--- src/rtl/dram_writer_pkg.sv ---
package dram_writer_pkg;

    typedef enum logic [2:0] {
        OP_DATA    = 3'd0,
        OP_DEVSEL  = 3'd1,
        OP_LOADPTR = 3'd2,
        OP_MODE    = 3'd3,
        OP_INBANK  = 3'd4,
        OP_OUTBANK = 3'd5
    } op_e;

    typedef enum logic [1:0] {
        MODE_STATIC = 2'd0,
        MODE_MUX2   = 2'd1,
        MODE_MUX3   = 2'd2,
        MODE_MUX4   = 2'd3
    } mode_e;

    typedef enum logic {
        TXN_IDLE = 1'b0,
        TXN_OPEN = 1'b1
    } txn_state_e;

    typedef struct packed {
        logic data;
        logic devsel;
        logic loadptr;
        logic mode;
        logic inbank;
        logic outbank;
    } strobe_t;

endpackage

--- src/rtl/dram_txn_fsm.sv ---
module dram_txn_fsm
    import dram_writer_pkg::*;
#(
    parameter int AW = 3
) (
    input  logic          clk,
    input  logic          rst_n,
    input  logic          txn_start,
    input  logic          txn_stop,
    input  logic          cmd_valid,
    input  logic [2:0]    cmd_op,
    input  logic [AW-1:0] hw_addr,
    output logic          txn_active,
    output logic [AW-1:0] hw_latched,
    output strobe_t       stb
);

    txn_state_e state_q, state_d;

    // state register, plus the address sample taken on open or restart
    always_ff @(posedge clk) begin
        if (!rst_n) begin
            state_q    <= TXN_IDLE;
            hw_latched <= '0;
        end else begin
            state_q <= state_d;
            if (txn_start) hw_latched <= hw_addr;
        end
    end

    // next state
    always_comb begin
        state_d = state_q;
        unique case (state_q)
            TXN_IDLE: if (txn_start) state_d = TXN_OPEN;
            TXN_OPEN: if (!txn_start && txn_stop) state_d = TXN_IDLE;
            default:  state_d = TXN_IDLE;
        endcase
    end

    // outputs: command strobes are decoded only in an open transaction
    always_comb begin
        stb        = '0;
        txn_active = (state_q == TXN_OPEN);
        if (state_q == TXN_OPEN && cmd_valid) begin
            unique case (cmd_op)
                OP_DATA:    stb.data    = 1'b1;
                OP_DEVSEL:  stb.devsel  = 1'b1;
                OP_LOADPTR: stb.loadptr = 1'b1;
                OP_MODE:    stb.mode    = 1'b1;
                OP_INBANK:  stb.inbank  = 1'b1;
                OP_OUTBANK: stb.outbank = 1'b1;
                default:    stb         = '0;
            endcase
        end
    end

    // the sampled address holds for as long as no new start arrives
    p_hw_hold_r9: assert property (@(posedge clk) disable iff (!rst_n)
        !txn_start |=> $stable(hw_latched));

    // no strobe while idle
    p_idle_quiet_r10: assert property (@(posedge clk) disable iff (!rst_n)
        !txn_active |-> (stb == '0));

endmodule

--- src/rtl/dram_ptr_ctrl.sv ---
module dram_ptr_ctrl
    import dram_writer_pkg::*;
#(
    parameter int DEPTH = 40,
    parameter int AW    = 3,
    parameter int PW    = $clog2(DEPTH)
) (
    input  logic          clk,
    input  logic          rst_n,
    input  strobe_t       stb,
    input  logic [7:0]    cmd_arg,
    input  logic [AW-1:0] hw_latched,
    output logic [PW-1:0] ptr,
    output logic          wr_en,
    output mode_e         mode,
    output logic          in_bank,
    output logic          out_bank
);

    localparam logic [7:0]    DEPTH_B = 8'(DEPTH);
    localparam logic [PW-1:0] LAST_P  = PW'(DEPTH - 1);

    logic [AW-1:0] subaddr;

    always_ff @(posedge clk) begin
        if (!rst_n) begin
            ptr      <= '0;
            subaddr  <= '0;
            mode     <= MODE_MUX4;
            in_bank  <= 1'b0;
            out_bank <= 1'b0;
        end else begin
            if (stb.devsel)  subaddr  <= cmd_arg[AW-1:0];
            if (stb.mode)    mode     <= mode_e'(cmd_arg[1:0]);
            if (stb.inbank)  in_bank  <= cmd_arg[0];
            if (stb.outbank) out_bank <= cmd_arg[0];
            if (stb.loadptr && cmd_arg < DEPTH_B)
                ptr <= cmd_arg[PW-1:0];
            else if (stb.data)
                ptr <= (ptr == LAST_P) ? '0 : ptr + 1'b1;
        end
    end

    assign wr_en = stb.data && (subaddr == hw_latched);

    // every data byte moves the pointer by exactly one, wrapping at the end
    p_ptr_step_r3: assert property (@(posedge clk) disable iff (!rst_n)
        stb.data |=> ptr == (($past(ptr) == LAST_P) ? '0 : $past(ptr) + 1'b1));

    // the pointer never leaves the memory range
    p_ptr_range_r4: assert property (@(posedge clk) disable iff (!rst_n)
        ptr <= LAST_P);

    // an input-bank command leaves the output bank alone
    p_outbank_indep_r8: assert property (@(posedge clk) disable iff (!rst_n)
        (stb.inbank && !stb.outbank) |=> $stable(out_bank));

endmodule

--- src/rtl/dram_bank_steer.sv ---
module dram_bank_steer
    import dram_writer_pkg::*;
(
    input  mode_e       mode,
    input  logic        in_bank,
    input  logic [3:0]  data_lo,
    input  logic [3:0]  old_word,
    output logic [3:0]  mask,
    output logic [3:0]  new_word
);

    logic [3:0] val;

    always_comb begin
        unique case (mode)
            MODE_STATIC: begin
                mask = in_bank ? 4'b0100 : 4'b0001;
                val  = {4{data_lo[0]}};
            end
            MODE_MUX2: begin
                mask = in_bank ? 4'b1100 : 4'b0011;
                val  = {2{data_lo[1:0]}};
            end
            MODE_MUX3: begin
                mask = 4'b0111;
                val  = data_lo;
            end
            default: begin
                mask = 4'b1111;
                val  = data_lo;
            end
        endcase
        new_word = (old_word & ~mask) | (val & mask);
    end

endmodule

--- src/rtl/dram_store.sv ---
module dram_store #(
    parameter int DEPTH = 40,
    parameter int WW    = 4,
    parameter int PW    = $clog2(DEPTH)
) (
    input  logic          clk,
    input  logic          rst_n,
    input  logic          we,
    input  logic [PW-1:0] waddr,
    input  logic [WW-1:0] wdata,
    output logic [WW-1:0] wold,
    input  logic [PW-1:0] raddr,
    output logic [WW-1:0] rdata
);

    localparam logic [PW-1:0] DEPTH_P = PW'(DEPTH);

    logic [WW-1:0] mem [DEPTH];

    for (genvar i = 0; i < DEPTH; i++) begin : g_word
        always_ff @(posedge clk) begin
            if (!rst_n)
                mem[i] <= '0;
            else if (we && waddr == PW'(i))
                mem[i] <= wdata;
        end
    end

    assign wold  = (waddr < DEPTH_P) ? mem[waddr] : '0;
    assign rdata = (raddr < DEPTH_P) ? mem[raddr] : '0;

    // writes only land inside the memory
    p_waddr_ok_r4: assert property (@(posedge clk) disable iff (!rst_n)
        we |-> waddr < DEPTH_P);

endmodule

--- src/rtl/dram_writer.sv ---
module dram_writer
    import dram_writer_pkg::*;
#(
    parameter int DEPTH = 40,
    parameter int AW    = 3,
    parameter int PW    = $clog2(DEPTH)
) (
    input  logic          clk,
    input  logic          rst_n,
    input  logic [AW-1:0] hw_addr,
    input  logic          txn_start,
    input  logic          txn_stop,
    input  logic          cmd_valid,
    input  logic [2:0]    cmd_op,
    input  logic [7:0]    cmd_arg,
    input  logic [PW-1:0] rd_addr,
    output logic [3:0]    rd_data,
    output logic [PW-1:0] data_ptr,
    output logic          out_bank,
    output logic          txn_active
);

    localparam int WW = 4;

    strobe_t       stb;
    logic [AW-1:0] hw_latched;
    logic          wr_en;
    mode_e         mode;
    logic          in_bank;
    logic [WW-1:0] old_word, new_word, mask;

    dram_txn_fsm #(.AW(AW)) u_fsm (
        .clk, .rst_n, .txn_start, .txn_stop, .cmd_valid, .cmd_op, .hw_addr,
        .txn_active, .hw_latched, .stb
    );

    dram_ptr_ctrl #(.DEPTH(DEPTH), .AW(AW), .PW(PW)) u_ctrl (
        .clk, .rst_n, .stb, .cmd_arg, .hw_latched,
        .ptr(data_ptr), .wr_en, .mode, .in_bank, .out_bank
    );

    dram_bank_steer u_steer (
        .mode, .in_bank, .data_lo(cmd_arg[3:0]), .old_word,
        .mask, .new_word
    );

    dram_store #(.DEPTH(DEPTH), .WW(WW), .PW(PW)) u_store (
        .clk, .rst_n, .we(wr_en), .waddr(data_ptr), .wdata(new_word),
        .wold(old_word), .raddr(rd_addr), .rdata(rd_data)
    );

    // static writes touch exactly one of bit 0 or bit 2
    p_static_mask_r5: assert property (@(posedge clk) disable iff (!rst_n)
        (wr_en && mode == MODE_STATIC) |-> (mask == 4'b0001 || mask == 4'b0100));

    // 1:3 writes never change bit 3 of the word
    p_mux3_keep_r7: assert property (@(posedge clk) disable iff (!rst_n)
        (wr_en && mode == MODE_MUX3) |-> (new_word[3] == old_word[3]));

    // an idle block keeps its pointer
    p_idle_ptr_r10: assert property (@(posedge clk) disable iff (!rst_n)
        (!txn_active && !txn_start) |=> $stable(data_ptr));

endmodule

--- config.mk ---
export PLATFORM = sky130hd
export DESIGN_NAME = dram_writer
export DESIGN_NICKNAME = d
export VERILOG_FILES = /design/src/rtl/dram_writer_pkg.sv /design/src/rtl/dram_txn_fsm.sv /design/src/rtl/dram_ptr_ctrl.sv /design/src/rtl/dram_bank_steer.sv /design/src/rtl/dram_store.sv /design/src/rtl/dram_writer.sv
export SDC_FILE = /design/constraint.sdc
export NUM_CORES = 1
export LEC_CHECK = 0
export ABC_CLOCK_PERIOD_IN_PS = 3240
export BUFFER_PORTS_ARGS = -buffer_cell sky130_fd_sc_hd__buf_2
export CORE_AREA = 2 2 124 138
export CTS_CLUSTER_DIAMETER = 200
export DETAILED_ROUTE_END_ITERATION = 8
export DIE_AREA = 0 0 126 140
export PLACE_DENSITY = 0.79
export SYNTH_ARGS = -nofsm -noshare
export SYNTH_HDL_FRONTEND = slang
export SYNTH_SLANG_ARGS = --single-unit
--- constraint.sdc ---
create_clock -name clk -period 3.24 [get_ports clk]
set_input_delay 0.648 -clock clk [delete_from_list [all_inputs] [get_ports clk]]
set_output_delay 0.648 -clock clk [all_outputs]
set_load 0.005 [all_outputs]
==> flow_metrics.py <==
metrics = {
    "outcome": {
        "outcome": "completed",
    },
    "clocking": {
        "cts_sinks": 183,
        "clk_root_buffer_cell": "clkbuf_16",
        "cts_made_buffers": 17,
        "path_clk_slew_ps": 70,
        "clkLatencyLatePin_ps": 450,
        "cts_tree": "yes",
        "cts.htree.levels": 4,
        "ctsLongestPathBuffers": 2,
        "hold_buffers": 0,
    },
    "timing": {
        "finalHoldViolCount": 0,
        "fin_crit_ps": 3130,
        "setup_viol": 0,
        "report.final.slew_viol_count": 0,
        "tns_ps": 0,
        "fin_skew_ps": 9.06,
        "relSlewSlack_pct": 52.4,
        "tightestPinTransition_ps": 713,
        "fmax_mhz": 320,
        "rsz0062_at_grt": "no",
        "period_share_pct": 96.5,
    },
    "routing": {
        "drtPass1Iterations": 6,
        "wl_per_cell_um": 25.7,
        "num_vias": 7356,
        "ant_nets": 0,
        "first_iter_violations": 1130,
        "wl_um": 27200,
        "drc": 0,
        "vias_per_cell": 6.95,
    },
    "logic_synthesis": {
        "syn_avg_cell_area_um2": 12.4,
        "async_flop_share_pct": 0,
        "synth-edff-count": 160,
        "synth_area_leaders": "edfxtp_1, mux4_2, mux2i_1",
        "synth_nets": 834,
        "yosysTopAreaCellShare_pct": 48.1,
        "synth_cell_types": 52,
        "synthFlopType": "edfxtp_1",
        "ys_ff_latch": 183,
        "yosysWarnings": 0,
        "synthCells": 805,
        "yosysSeqAreaShare_pct": 52.7,
        "yosys.area.top_type": "edfxtp_1",
        "synth_area_um2": 9990,
    },
    "worst_setup_path": {
        "cpLargestDelayFamily": "multiplexers",
        "r2r_slack_ps": 170,
        "cp_max_fo": 2,
        "path_buf_inv": 1,
        "worst_ep_arrival_time_ps": 2480,
        "critPathKind": "flop to primary output",
        "startpoint_type": "flop",
        "rr_endpoint": "u_store.mem[13][2]$_SDFFCE_PN0P_",
        "worstSetupEndpointType": "primary output",
        "cp_slowest_cell": "mux4_2",
        "crit_top_cell": "mux4_2",
        "path_cells": "mux4_2, mux4_2, nor2b_1, nor3_1, a21oi_1, buf_2",
        "cp_data_required_time_ps": 2590,
        "r2r_cells": 6,
        "cpPeakStageDelay_ps": 500,
    },
    "global_routing": {
        "grt_pass1_vias": 7186,
        "grt_pass1_wl_um": 42100,
        "grt_start_max_net_pins": 49,
        "antenna_found_initial": 0,
        "grt_usage_pct": 32.0,
        "overflow": 0,
    },
    "cells_and_area": {
        "nets": 870,
        "drive_above_1_share_pct": 25.5,
        "final_area_um2": 11100,
        "diodes": 0,
        "syn_to_final_growth_pct": 11.1,
    },
    "die": {
        "core_region_area_um2": 16200,
        "io-pin-count": 37,
        "start_util_pct": 61.7,
        "dieArea_um2": 17600,
        "die_h_um": 140,
        "die_width_um": 126,
        "core.rowCount": 49,
    },
    "placed_design": {
        "placed_area_um2": 10500,
        "gp_congestion": 0.959,
        "io_buffers": 36,
        "dp_hpwl_um": 19800,
    },
    "worst_hold_path": {
        "hp-start": "hw_addr[0]",
        "hold_depth": 3,
        "holdPathEnd": "u_fsm.hw_latched[0]$_SDFFE_PN0P_",
        "hold_class": "primary input to flop",
    },
    "power_and_ir_drop": {
        "power_density_nw_per_um2": 459,
        "vdd_drop_max_mv": 0.320,
        "p_leak_nw": 3.81,
    },
    "job": {
        "drv_cap": 0,
    },
}
per-layer routing:
layer	global-route usage, %	wire, um
met3	6.38	2980
met5	0	0
met2	51.3	13200
met4	12.8	1090
met1	43.7	9910
stage by stage:
| stage | util, % | instances | hold slack, ps | power [mW] | setup slack (ps) |
|---|---|---|---|---|---|
| global route | 68.6 | 1058 | 468 | 5.22 | 46.3 |
| detailed placement | 65.1 | 1026 | 450 | 3.15 | 51.3 |
| floorplan | - | 805 | 453 | 2.97 | 132 |
| CTS | 68.6 | 1058 | 433 | 5.09 | 49.3 |
| global placement | 65.1 | 1026 | 440 | 3.14 | 83.0 |
| finish | 68.6 | 1058 | 440 | 5.10 | 114 |
worst max-delay path by stage:
stage	from	to	slack, ps	cells after the start
floorplan	rd_addr[0]	rd_data[3]	130	7
global placement	rd_addr[0]	rd_data[3]	80	7
detailed placement	rd_addr[0]	rd_data[3]	50	7
CTS	rd_addr[0]	rd_data[3]	50	7
global route	rd_addr[0]	rd_data[1]	50	9
finish	u_store.mem[15][3]$_SDFFCE_PN0P_	rd_data[3]	110	6
power breakdown:
group          total [mW]  internal, mW  switching (mW)
clock                1.99          1.05           0.938
sequential           2.68          2.63          0.0545
combinational       0.427         0.184           0.242
total                5.10          3.86            1.23
cells in the mapped netlist (4+ instances only):
cell type,n
buf_6,7
buf_2,22
buf_1,6
nor2_1,121
a22oi_1,20
edfxtp_1,160
nor3_2,20
mux4_2,67
buf_4,4
mux2i_1,57
clkbuf_1,29
a211oi_1,4
inv_1,8
nand3_1,26
nand2b_1,6
ha_1,4
dfxtp_1,23
o21ai_0,54
nor2b_1,9
nand2_1,41
xor2_1,4
a21oi_1,18
or3_1,4
a311oi_1,4
nor3_1,48
cell type report:
| class | count | area [um2] |
|---|---|---|
| multi-input cells | 545 | 4370 |
| clock inverters | 13 | 105 |
| repair buffers | 86 | 621 |
| inverters | 8 | 30.0 |
| flip-flops and latches | 183 | 5270 |
| fillers | 1167 | 5080 |
| well taps | 204 | 255 |
| clock buffers | 19 | 455 |
worst register-to-register path: cells and delay by family, from the launching register on:
family                 cells  cell delay [ps]
and+or+nand+nor            1              130
buffers and inverters      1              260
muxes                      2             1120
AOI/OAI and AO/OA          2              510
DFF                        1              780
timing repair:
action	4_1_cts	5_1_grt
setup endpoints to repair	0	56
buffers inserted	0	0
gates resized for setup	0	2
flip-flops by register name, indices dropped and copies added, names as in the netlist, named ones only:
name              count
u_ctrl.in_bank        1
u_ctrl.mode           2
u_ctrl.out_bank       1
u_ctrl.ptr            6
u_ctrl.subaddr        3
u_fsm.hw_latched      3
u_fsm.txn_active      1
u_store.mem         160
kinds of logic after synthesis:
group,count (synthesis),share of synthesized area [%]
muxes,124,20.8
adders and majority gates,4,0.501
xor gates and xnor gates,5,0.438
buffers and inverters,77,3.86
and+or+nand+nor,298,14.8
AOI/OAI and AO/OA,114,6.95
DFF,183,52.7
layout by cell type, fill, tap and decap left out, drive strengths merged, types with 6 or more instances in the layout:
cell type / instances
a22oi: 21
a21oi: 18
clkbuf: 20
nand3: 26
o21ai: 54
nor2: 122
edfxtp: 160
nand2b: 6
nor3: 68
mux2i: 57
nand2: 41
buf: 85
inv: 18
nor2b: 9
dfxtp: 23
mux4: 67
or3: 7
Note: power is estimated with default switching activity, not from simulation.
